### config.mk
export PLATFORM = sky130hd
export DESIGN_NAME = ring_node
export DESIGN_NICKNAME = d
export VERILOG_FILES = /design/src/rtl/ring_node_pkg.sv /design/src/rtl/node_rx.sv /design/src/rtl/node_fifo.sv /design/src/rtl/node_tx.sv /design/src/rtl/ring_node.sv
export SDC_FILE = /design/constraint.sdc
export NUM_CORES = 1
export LEC_CHECK = 0
export BUFFER_PORTS_ARGS = -buffer_cell sky130_fd_sc_hd__buf_4
export CAP_MARGIN = 20
export CORE_UTILIZATION = 25
export CTS_BUF_LIST = sky130_fd_sc_hd__clkbuf_8 sky130_fd_sc_hd__clkbuf_16
export CTS_CLUSTER_SIZE = 25
export DETAILED_ROUTE_END_ITERATION = 10
export SETUP_SLACK_MARGIN = 0.15
export SLEW_MARGIN = 20
export SYNTH_ARGS = -nofsm -noshare
export SYNTH_HDL_FRONTEND = slang
export SYNTH_SLANG_ARGS = --single-unit
### constraint.sdc
create_clock -name clk -period 3.18 [get_ports clk]
set_clock_uncertainty 0.2 [all_clocks]
set_input_delay 0.159 -clock clk [delete_from_list [all_inputs] [get_ports clk]]
set_output_delay 0.159 -clock clk [all_outputs]
set_load 0.01 [all_outputs]
### src/rtl/ring_node_pkg.sv
package ring_node_pkg;
  parameter int CMD_W  = 4;
  parameter int ADDR_W = 8;
  parameter int VAL_W  = 10;

  localparam int PAY_W    = CMD_W + ADDR_W + VAL_W;
  localparam int FRM_BITS = PAY_W + 2;
  localparam int POS_W    = $clog2(FRM_BITS);
  // Line positions of the address field (position 0 is the start bit)
  localparam int ADDR_LO  = 1 + CMD_W;
  localparam int ADDR_HI  = CMD_W + ADDR_W;

  localparam logic [CMD_W-1:0] CMD_ENUM = CMD_W'(1);
  localparam logic [CMD_W-1:0] CMD_READ = CMD_W'(2);

  // Bit 0 is the first payload bit on the line
  typedef struct packed {
    logic [VAL_W-1:0]  val;
    logic [ADDR_W-1:0] addr;
    logic [CMD_W-1:0]  cmd;
  } frame_t;
endpackage

### src/rtl/node_rx.sv
module node_rx
  import ring_node_pkg::*;
#(
  parameter int OSR = 5
) (
  input  logic             clk,
  input  logic             rst,
  input  logic             rx_i,
  output logic             bit_stb_o,
  output logic             bit_val_o,
  output logic [POS_W-1:0] bit_pos_o,
  output logic             frm_stb_o,
  output logic             frm_ok_o,
  output frame_t           frm_o
);
  localparam int SCNT_W   = $clog2(OSR);
  localparam int CNT_W    = $clog2(OSR + 1);
  localparam int VOTE_MIN = OSR / 2 + 1;

  logic              rx_m, rx_s, rx_d;
  logic              busy;
  logic [SCNT_W-1:0] scnt;
  logic [CNT_W-1:0]  ones, ones_nx;
  logic [POS_W-1:0]  pos;
  logic [PAY_W-1:0]  shr;
  logic              last, vote;

  always_comb begin
    last    = (scnt == SCNT_W'(OSR - 1));
    ones_nx = ones + CNT_W'(rx_s);
    vote    = (ones_nx >= CNT_W'(VOTE_MIN));
  end

  always_ff @(posedge clk) begin
    if (rst) begin
      rx_m <= 1'b1;
      rx_s <= 1'b1;
      rx_d <= 1'b1;
    end else begin
      rx_m <= rx_i;
      rx_s <= rx_m;
      rx_d <= rx_s;
    end
  end

  always_ff @(posedge clk) begin
    if (rst) begin
      busy      <= 1'b0;
      scnt      <= '0;
      ones      <= '0;
      pos       <= '0;
      shr       <= '0;
      bit_stb_o <= 1'b0;
      bit_val_o <= 1'b1;
      bit_pos_o <= '0;
      frm_stb_o <= 1'b0;
      frm_ok_o  <= 1'b0;
    end else begin
      bit_stb_o <= 1'b0;
      frm_stb_o <= 1'b0;
      if (!busy) begin
        if (rx_d && !rx_s) begin
          busy <= 1'b1;
          scnt <= SCNT_W'(1);
          ones <= '0;
          pos  <= '0;
        end
      end else if (!last) begin
        scnt <= scnt + 1'b1;
        ones <= ones_nx;
      end else begin
        scnt <= '0;
        ones <= '0;
        pos  <= pos + 1'b1;
        if (pos == '0) begin
          if (vote) begin
            busy <= 1'b0;
          end else begin
            bit_stb_o <= 1'b1;
            bit_val_o <= 1'b0;
            bit_pos_o <= '0;
          end
        end else if (pos == POS_W'(FRM_BITS - 1)) begin
          busy      <= 1'b0;
          bit_stb_o <= 1'b1;
          bit_val_o <= vote;
          bit_pos_o <= pos;
          frm_stb_o <= 1'b1;
          frm_ok_o  <= vote;
        end else begin
          bit_stb_o          <= 1'b1;
          bit_val_o          <= vote;
          bit_pos_o          <= pos;
          shr[pos - 1'b1]    <= vote;
        end
      end
    end
  end

  assign frm_o = frame_t'(shr);
endmodule

### src/rtl/node_fifo.sv
module node_fifo #(
  parameter int W     = 22,
  parameter int DEPTH = 4
) (
  input  logic         clk,
  input  logic         rst,
  input  logic         push_i,
  input  logic [W-1:0] din_i,
  input  logic         pop_i,
  output logic [W-1:0] dout_o,
  output logic         full_o,
  output logic         empty_o
);
  localparam int AW = $clog2(DEPTH);

  logic [W-1:0] mem [DEPTH];
  logic [AW:0]  wr_ptr, rd_ptr;

  always_ff @(posedge clk) begin
    if (push_i && !full_o) mem[wr_ptr[AW-1:0]] <= din_i;
  end

  always_ff @(posedge clk) begin
    if (rst) begin
      wr_ptr <= '0;
      rd_ptr <= '0;
    end else begin
      if (push_i && !full_o) wr_ptr <= wr_ptr + 1'b1;
      if (pop_i && !empty_o) rd_ptr <= rd_ptr + 1'b1;
    end
  end

  assign full_o  = (wr_ptr[AW] != rd_ptr[AW]) && (wr_ptr[AW-1:0] == rd_ptr[AW-1:0]);
  assign empty_o = (wr_ptr == rd_ptr);
  assign dout_o  = mem[rd_ptr[AW-1:0]];
endmodule

### src/rtl/node_tx.sv
module node_tx
  import ring_node_pkg::*;
#(
  parameter int OSR = 5
) (
  input  logic   clk,
  input  logic   rst,
  input  logic   fwd_stb_i,
  input  logic   fwd_bit_i,
  input  logic   frm_valid_i,
  input  frame_t frm_i,
  output logic   frm_pop_o,
  output logic   tx_o,
  output logic   idle_o,
  output logic   frm_busy_o
);
  localparam int SCNT_W = $clog2(OSR);

  typedef enum logic [1:0] {TX_IDLE, TX_CELL, TX_FRAME} tx_state_t;

  tx_state_t           state;
  logic [SCNT_W-1:0]   cnt;
  logic [FRM_BITS-2:0] shr;
  logic [POS_W-1:0]    nbit;
  logic                cell_end;

  assign cell_end   = (cnt == SCNT_W'(OSR - 1));
  assign frm_pop_o  = (state == TX_IDLE) && !fwd_stb_i && frm_valid_i;
  assign idle_o     = (state == TX_IDLE);
  assign frm_busy_o = (state == TX_FRAME);

  always_ff @(posedge clk) begin
    if (rst) begin
      state <= TX_IDLE;
      tx_o  <= 1'b1;
      cnt   <= '0;
      shr   <= '1;
      nbit  <= '0;
    end else if (fwd_stb_i) begin
      state <= TX_CELL;
      tx_o  <= fwd_bit_i;
      cnt   <= '0;
    end else begin
      case (state)
        TX_IDLE: begin
          if (frm_valid_i) begin
            state <= TX_FRAME;
            tx_o  <= 1'b0;
            shr   <= {1'b1, frm_i};
            cnt   <= '0;
            nbit  <= '0;
          end
        end
        TX_CELL: begin
          if (cell_end) begin
            state <= TX_IDLE;
            tx_o  <= 1'b1;
          end else begin
            cnt <= cnt + 1'b1;
          end
        end
        default: begin
          if (!cell_end) begin
            cnt <= cnt + 1'b1;
          end else begin
            cnt <= '0;
            if (nbit == POS_W'(FRM_BITS - 1)) begin
              state <= TX_IDLE;
              tx_o  <= 1'b1;
            end else begin
              tx_o <= shr[0];
              shr  <= {1'b1, shr[FRM_BITS-2:1]};
              nbit <= nbit + 1'b1;
            end
          end
        end
      endcase
    end
  end
endmodule

### src/rtl/ring_node.sv
module ring_node
  import ring_node_pkg::*;
#(
  parameter int OSR        = 5,
  parameter int FIFO_DEPTH = 4,
  parameter int ERR_W      = 8
) (
  input  logic             clk,
  input  logic             rst,
  input  logic             rx_i,
  input  logic             pass_en_i,
  input  logic [VAL_W-1:0] meas_i,
  output logic             tx_o,
  output logic [ERR_W-1:0] err_cnt_o
);
  logic             bit_stb, bit_val, frm_stb, frm_ok;
  logic [POS_W-1:0] bit_pos;
  frame_t           frm;

  logic             tx_idle, tx_frame_busy, fifo_pop, fifo_full, fifo_empty;
  logic [PAY_W-1:0] fifo_dout;

  logic              cut_q, carry_q, own_pend, enum_done;
  logic [ADDR_W-1:0] node_addr;

  logic   cut_now, fwd_stb, fwd_bit, is_enum, in_addr;
  logic   push_up, own_go, fifo_push, trigger;
  frame_t up_mod, own_frm, push_frm;

  node_rx #(.OSR(OSR)) u_rx (
    .clk       (clk),
    .rst       (rst),
    .rx_i      (rx_i),
    .bit_stb_o (bit_stb),
    .bit_val_o (bit_val),
    .bit_pos_o (bit_pos),
    .frm_stb_o (frm_stb),
    .frm_ok_o  (frm_ok),
    .frm_o     (frm)
  );

  always_comb begin
    cut_now  = pass_en_i && tx_idle && fifo_empty && !own_pend;
    fwd_stb  = bit_stb && ((bit_pos == '0) ? cut_now : cut_q);
    is_enum  = (frm.cmd == CMD_ENUM);
    in_addr  = (bit_pos >= POS_W'(ADDR_LO)) && (bit_pos <= POS_W'(ADDR_HI));
    fwd_bit  = (is_enum && in_addr) ? (bit_val ^ carry_q) : bit_val;

    up_mod = frm;
    if (is_enum) up_mod.addr = frm.addr + 1'b1;

    own_frm.cmd  = CMD_READ;
    own_frm.addr = node_addr;
    own_frm.val  = meas_i;

    push_up   = frm_stb && frm_ok && !cut_q;
    own_go    = own_pend && !push_up && !fifo_full;
    fifo_push = push_up || own_go;
    push_frm  = push_up ? up_mod : own_frm;
    trigger   = frm_stb && frm_ok && (frm.cmd == CMD_READ) && enum_done &&
                (frm.addr == node_addr - 1'b1);
  end

  always_ff @(posedge clk) begin
    if (rst) begin
      cut_q     <= 1'b0;
      carry_q   <= 1'b1;
      own_pend  <= 1'b0;
      enum_done <= 1'b0;
      node_addr <= '0;
      err_cnt_o <= '0;
    end else begin
      if (bit_stb && bit_pos == '0) begin
        cut_q   <= cut_now;
        carry_q <= 1'b1;
      end else if (bit_stb && in_addr) begin
        carry_q <= carry_q & bit_val;
      end
      if (frm_stb) cut_q <= 1'b0;
      if (frm_stb && !frm_ok && err_cnt_o != '1) err_cnt_o <= err_cnt_o + 1'b1;
      if (frm_stb && frm_ok && is_enum) begin
        node_addr <= frm.addr + 1'b1;
        enum_done <= 1'b1;
      end
      if (trigger) own_pend <= 1'b1;
      else if (own_go) own_pend <= 1'b0;
    end
  end

  node_fifo #(.W(PAY_W), .DEPTH(FIFO_DEPTH)) u_fifo (
    .clk     (clk),
    .rst     (rst),
    .push_i  (fifo_push),
    .din_i   (PAY_W'(push_frm)),
    .pop_i   (fifo_pop),
    .dout_o  (fifo_dout),
    .full_o  (fifo_full),
    .empty_o (fifo_empty)
  );

  node_tx #(.OSR(OSR)) u_tx (
    .clk         (clk),
    .rst         (rst),
    .fwd_stb_i   (fwd_stb),
    .fwd_bit_i   (fwd_bit),
    .frm_valid_i (!fifo_empty),
    .frm_i       (frame_t'(fifo_dout)),
    .frm_pop_o   (fifo_pop),
    .tx_o        (tx_o),
    .idle_o      (tx_idle),
    .frm_busy_o  (tx_frame_busy)
  );
endmodule

**After elaboration in Yosys (flattened, before gate mapping)**

Memory sizes are Yosys's and may differ from the RTL's. A register that Yosys moved wholly into a read port is not among the register bits.
Cells that the tools add are included.

- Flip-flop bits (word level): 106
- Memory bits (writable): 88
- Bits of input ports: 14
- Output and inout bits: 9
- Word-level logic and storage cells: 187
- Memories: 1

Memory list:

| memory | words | width | read ports | clocked after Yosys merged registers in | write ports | line | text |
|---|---|---|---|---|---|---|---|
| u_fifo.mem | 4 | 22 | 1 | 1 | 1 | node_fifo.sv:16 | `logic [W-1:0] mem [DEPTH];` |

- $add $sub $neg: 11
- Order comparisons: 5
- Equality and inequality tests: 20
- Mux-type cells: 58
- Bitwise gates (word level): 8
- Reductions and logical operators: 57

Operators by type and width:

| cell | number |
|---|---|
| $mux W23 | 3 |
| $pmux W23 S2 | 1 |
| $mux W5 | 8 |
| $mux W3 | 9 |
| $logic_and A1 B1 Y1 | 25 |
| $mux W1 | 23 |
| $bwmux W22 | 1 |
| $mux W22 | 1 |
| $add A8 B1 Y8 const B | 2 |
| $reduce_and A4 Y1 | 4 |
| $add A3 B1 Y3 const B | 4 |
| $mux W2 | 6 |
| $add A5 B1 Y5 const B | 2 |
| $eq A5 B5 Y1 const B | 2 |
| $logic_not A5 Y1 | 2 |
| $ne A2 B2 Y1 const B | 5 |
| $pmux W5 S2 | 1 |
| $eq A8 B8 Y1 | 1 |
| $logic_not A1 Y1 | 8 |
| $mux W8 | 1 |
| $ne A8 B8 Y1 const B | 1 |
| $sub A8 B1 Y8 const B | 1 |
| $eq A3 B3 Y1 const B | 2 |
| $lt A5 B6 Y1 const B | 1 |
| other kinds (33) | 45 |

**Longest topological paths before layout**

- Depth after elaboration: 12
- Gate-level depth with buffers: 9

**Modules after synthesis**

Synthesis repeated with hierarchy kept, for this count alone.

- Cells, all modules: 853
- Area, all modules: 9465.3 um^2

Modules (own cells, without submodules):

| module | instances | cells each | area each (um^2) | sequential area each (um^2) |
|---|---|---|---|---|
| node_fifo | 1 | 182 | 3742.3 | 2802.7 |
| node_rx | 1 | 239 | 2204.6 | 920.9 |
| node_tx | 1 | 200 | 1855.5 | 660.6 |
| ring_node | 1 | 232 | 1662.8 | 400.4 |

**Worst setup path before layout**

Ideal clock, no wire load.

- Kind: flip-flop to flip-flop
- Start: register u_rx.pos[1]
- End: register u_rx.shr[1] (netlist: u_rx.frm_o[1])
- Library setup time: 0.072 ns
- Arrival time: 2.136 ns
- Required time: 2.908 ns
- Path slack: 0.772 ns
- Cell stages (with the launch flop): 10
- Cells stage by stage: dfxtp_1 > clkbuf_1 > inv_1 > ha_1 > nor4b_1 > nor3b_1 > clkbuf_1 > nand2_1 > nor2_1 > mux2i_1

- Longest elaborated chain between the ends: 6
- Elaborated cells on any way between the ends: 12
- Classes of those cells: add/sub (1); order compare (2); eq/ne (1); mux (3); bitwise (2); reduce/logical (3)

RTL lines:

| what | line | text |
|---|---|---|
| from (decl) | node_rx.sv:24 | `logic [POS_W-1:0] pos;` |
| from (signal assigned) | node_rx.sv:74 | `pos <= pos + 1'b1;` |
| $sub A5 B1 Y5 | node_rx.sv:94 | `shr[pos - 1'b1] <= vote;` |
| $lt A5 B6 Y1 (implied by the code) / $ge A5 B1 Y1 (equally long branches) | node_rx.sv:94 |  |
| $logic_and A1 B1 Y1 (implied by the code) | node_rx.sv:94 |  |
| $mux W1 (implied by the code) | node_rx.sv:94 |  |
| $demux W1 S5 | -- |  |
| $bwmux W22 | node_rx.sv:94 |  |
| to (signal, indexed assignment) | node_rx.sv:94 |  |
| to (decl) | node_rx.sv:25 | `logic [PAY_W-1:0] shr;` |

Parallel ways exist; a longest one is shown, timed or not.
A chain may end at the register's enable or synchronous reset.

**Final worst setup path**

- Start: register u_rx.pos[0]
- End: register u_rx.shr[8] (netlist: u_rx.frm_o[8])

The elaborated chain is that of the path after synthesis.

==> run_summary.xml <==
<?xml version="1.0" encoding="UTF-8"?>
<metrics>
  <group name="routing">
    <metric name="drt-initial-drc-count" unit="">309</metric>
    <metric name="total_iterations_of_the_first_detailed_routing_run" unit="">4</metric>
    <metric name="vias" unit="">6106</metric>
    <metric name="drt-vias-per-instance" unit="">4.622</metric>
    <metric name="drtAntennaViolNets" unit="">0</metric>
    <metric name="wl_per_cell" unit="µm">14.42</metric>
    <metric name="drcViolationCount" unit="">0</metric>
    <metric name="route.final.wire_length" unit="mm">19.04</metric>
  </group>
  <group name="worst_setup_path">
    <metric name="worst_setup_path_endpoint" unit="">u_rx.frm_o[8]$_SDFFE_PP0P_</metric>
    <metric name="timing.critical_path.arrival" unit="ps">2770</metric>
    <metric name="worstPathMaxFanout" unit="">11</metric>
    <metric name="timing.critical_path.to_type" unit="">register</metric>
    <metric name="r2r_end" unit="">u_rx.frm_o[8]$_SDFFE_PP0P_</metric>
    <metric name="timing.rr.start" unit="">u_rx.pos[0]$_SDFFE_PP0P_</metric>
    <metric name="critPathLaunch" unit="">u_rx.pos[0]$_SDFFE_PP0P_</metric>
    <metric name="crit_required" unit="ps">3320</metric>
    <metric name="worst_path_class_setup" unit="">reg2reg</metric>
    <metric name="rr_worst_depth" unit="">8</metric>
    <metric name="rrSetupSlack" unit="ps">560</metric>
    <metric name="worst_setup_path_start_kind" unit="">register</metric>
  </group>
  <group name="power_and_ir_drop">
    <metric name="intPower" unit="mW">4.224</metric>
    <metric name="swShare" unit="%">27.70</metric>
    <metric name="power_frac_comb" unit="%">15.4</metric>
    <metric name="clockPowerShare" unit="%">37.3</metric>
    <metric name="post-layout-total-power" unit="mW">5.843</metric>
    <metric name="seq_power_share" unit="%">47.3</metric>
    <metric name="p_switching" unit="mW">1.619</metric>
    <metric name="leakage" unit="nW">3.561</metric>
    <metric name="ir_worst_vdd" unit="mV">0.3164</metric>
    <metric name="power.density" unit="nW/µm²">559.5</metric>
  </group>
  <group name="global_route">
    <metric name="grt_pass1_vias" unit="">6082</metric>
    <metric name="grt_use_total" unit="%">10.99</metric>
    <metric name="grt_overflow_total" unit="">0</metric>
    <metric name="global_route_wire_length_before_repair" unit="mm">31.77</metric>
    <metric name="number_of_antenna_violations_at_the_first_check_in_global_routing" unit="">0</metric>
    <metric name="grt_start_max_net_pins" unit="">56</metric>
  </group>
  <group name="sta">
    <metric name="timing_max_transition_violations_final" unit="">0</metric>
    <metric name="final_critical_period" unit="ps">2624</metric>
    <metric name="fmax" unit="GHz">0.3810</metric>
    <metric name="grt_setup_unrepaired" unit="">false</metric>
    <metric name="post-route-period-util" unit="%">82.53</metric>
    <metric name="final.setup.tns" unit="ps">0</metric>
    <metric name="finalSetupViolCount" unit="">0</metric>
    <metric name="report.final.hold_viol_count" unit="">0</metric>
    <metric name="max_slew_headroom" unit="%">48.65</metric>
    <metric name="tightestPinTransition" unit="ps">760.2</metric>
  </group>
  <group name="logic_synthesis">
    <metric name="async_flop_share" unit="%">0</metric>
    <metric name="post_synth_num_cell_types" unit="">66</metric>
    <metric name="synth.yosys.warnings" unit="">0</metric>
    <metric name="netlist_instances" unit="">821</metric>
    <metric name="synth-edff-count" unit="">88</metric>
    <metric name="postSynth.topFlopCell" unit="">sky130_fd_sc_hd__dfxtp_1</metric>
    <metric name="synth_area" unit="µm²">8980</metric>
    <metric name="synth_nets" unit="">857</metric>
    <metric name="syn-mean-instance-area" unit="µm²">10.94</metric>
    <metric name="ys_seq_elements" unit="">195</metric>
    <metric name="synth_sequential_area_ratio" unit="%">53.28</metric>
  </group>
  <group name="clock_network">
    <metric name="cts-root-buf" unit="">sky130_fd_sc_hd__clkbuf_16</metric>
    <metric name="tritoncts" unit="">done</metric>
    <metric name="ctsHtreeMaxLevel" unit="">4</metric>
    <metric name="cts.sink_count" unit="">195</metric>
    <metric name="cts_buffers" unit="">17</metric>
    <metric name="clkTransAtPathRegs" unit="ps">90</metric>
    <metric name="worst_skew_pair.late_latency" unit="ps">440</metric>
    <metric name="clock_tree.buffer_depth" unit="">2</metric>
  </group>
  <group name="die">
    <metric name="floorplan.initialDensity" unit="%">25.31</metric>
    <metric name="rows" unit="">69</metric>
    <metric name="ios" unit="">23</metric>
    <metric name="die_width" unit="µm">191.5</metric>
    <metric name="core" unit="µm²">35480</metric>
    <metric name="die_area" unit="µm²">36680</metric>
    <metric name="chipHeight" unit="µm">191.5</metric>
  </group>
  <group name="placement">
    <metric name="io_buffers" unit="">22</metric>
    <metric name="final_gp_congestion" unit="">0.7895</metric>
    <metric name="place.detailed.hpwl" unit="mm">12.70</metric>
  </group>
  <group name="cells_and_area">
    <metric name="post_route_cells_drive_above_1_share" unit="%">16.16</metric>
    <metric name="antennaDiodeCount" unit="">0</metric>
    <metric name="syn_to_final_growth" unit="%">16.29</metric>
    <metric name="layout.nets" unit="">883</metric>
    <metric name="n_fill_cell" unit="">3632</metric>
  </group>
  <group name="min_path">
    <metric name="class_of_the_tightest_hold_or_removal_check" unit="">in2reg</metric>
  </group>
  <group name="status">
    <metric name="outcome" unit="">completed</metric>
  </group>
  <group name="run">
    <metric name="max-cap-violations" unit="">0</metric>
  </group>
</metrics>
==> stage by stage <==
stage | hold WS [ps] | instances | instance area (µm²) | worst slack (ps) | utilization [%]
finish | 46.70 | 1321 | 10440 | 555.5 | 29.43
global route | 38.81 | 1321 | 10440 | 346.3 | 29.43
CTS | 16.09 | 1321 | 10440 | 571.5 | 29.43
detailed placement | 151.2 | 1277 | 9703 | 589.8 | 27.35
global placement | 152.3 | 1277 | 9703 | 643.0 | 27.35
floorplan | 62.81 | 821 | 8980 | 772.3 | -
==> worst min path at each step <==
stage / start / end / slack, ps / cells past startpoint
finish: pass_en_i / cut_q$_SDFFE_PP0P_ / 50 / 4
global route: pass_en_i / cut_q$_SDFFE_PP0P_ / 40 / 4
CTS: pass_en_i / cut_q$_SDFFE_PP0P_ / 20 / 4
detailed placement: rx_i / u_rx.rx_m$_SDFF_PP1_ / 150 / 2
global placement: rx_i / u_rx.rx_m$_SDFF_PP1_ / 150 / 2
floorplan: rx_i / u_rx.rx_m$_SDFF_PP1_ / 60 / 1
==> cell families (layout without fill, tap and decap cells) <==
group,count (synthesis),in the layout,synth area share [%]
compound gates,155,155,11.09
xor+xnor,39,39,3.804
fa+ha+maj,22,22,3.065
buf+inv,70,109,3.121
flops,195,195,53.28
mux,52,52,9.154
simple gates,288,288,16.48
==> power groups by stage <==
| stage | registers, mW | logic, mW | clock network (mW) |
|---|---|---|---|
| floorplan | 2.80 | 0.695 | 0 |
| global placement | 2.82 | 0.892 | 0 |
| detailed placement | 2.82 | 0.898 | 0 |
| CTS | 2.76 | 0.916 | 2.24 |
| global route | 2.78 | 0.991 | 2.33 |
| finish | 2.76 | 0.901 | 2.18 |
==> repair_timing <==
item	4_1_cts	5_1_grt
hold buffers	12	0
resized for setup	0	0
setup buffers	0	0
endpoints found under the hold margin	45	0
==> synthesized netlist by cell type, types with 14 or more instances <==
cell type	number	share of area, %
sky130_fd_sc_hd__a21oi_1	41	2.3
sky130_fd_sc_hd__clkbuf_1	37	1.5
sky130_fd_sc_hd__dfxtp_1	107	24
sky130_fd_sc_hd__edfxtp_1	88	29
sky130_fd_sc_hd__ha_1	22	3.1
sky130_fd_sc_hd__inv_1	18	0.75
sky130_fd_sc_hd__mux2_2	21	2.6
sky130_fd_sc_hd__mux4_2	22	5.5
sky130_fd_sc_hd__nand2_1	64	2.7
sky130_fd_sc_hd__nand3_1	14	0.78
sky130_fd_sc_hd__nor2_1	75	3.1
sky130_fd_sc_hd__nor2b_1	15	1.0
sky130_fd_sc_hd__nor3_1	18	1.0
sky130_fd_sc_hd__nor4_1	23	1.6
sky130_fd_sc_hd__o21ai_0	34	1.9
sky130_fd_sc_hd__o31ai_1	20	1.7
sky130_fd_sc_hd__xnor2_1	14	1.4
sky130_fd_sc_hd__xor2_1	25	2.4
==> state kept, by name (all words and copies together), names as in the netlist, 5 cells and up, named ones only <==
| register | count |
|---|---|
| u_fifo.mem | 88 |
| u_rx.frm_o | 22 |
| u_tx.shr | 22 |
| err_cnt_o | 8 |
| node_addr | 8 |
| u_rx.bit_pos_o | 5 |
| u_rx.pos | 5 |
| u_tx.nbit | 5 |
==> worst max-delay path, cell delays in order (launching register included) <==
cell	delay [ps]
sky130_fd_sc_hd__dfxtp_1	530
sky130_fd_sc_hd__inv_1	170
sky130_fd_sc_hd__ha_1	310
sky130_fd_sc_hd__nor4b_1	210
sky130_fd_sc_hd__nor3b_1	240
sky130_fd_sc_hd__buf_4	210
sky130_fd_sc_hd__nand2_1	190
sky130_fd_sc_hd__or3_1	390
sky130_fd_sc_hd__o31ai_1	70
==> layer usage <==
metal  wire length (µm)  track usage, %  share of wire, %
met4                259           3.419               1.4
met2               9551           19.41                50
met5                  0               0                 0
met1               8866           13.42                47
met3                368           2.056               1.9
==> area by class of cell <==
type / count / area, µm² / share of cell area, %
clock buffers: 17 / 425.4 / 4.074
clock inverters: 15 / 193.9 / 1.857
inverters: 18 / 67.56 / 0.6470
multi-input cells: 556 / 3921 / 37.55
flip-flops and latches: 195 / 4785 / 45.82
well taps: 461 / 576.8 / 5.524
repair buffers: 59 / 473.0 / 4.529
==> cell usage in the layout, fill, tap and decap left out, drive strengths merged, types with 6 or more instances in the layout <==
cell and instances:
nand2 64, a22oi 7, nor2 75, nor3 19
o31ai 20, and2 13, a211oi 12, a31oi 6
inv 26, nand2b 13, o21ai 36, edfxtp 88
dfxtp 107, mux2 21, mux4 22, clkbuf 17
mux2i 9, nand4 9, and3 6, nor4 24
a21oi 41, nand3 14, buf 47, ha 22
or2 7, dlygate4sd3 12, nor2b 15, xnor2 14
clkinv 7, or3 6, xor2 25
(Power assumes the default switching activity.)
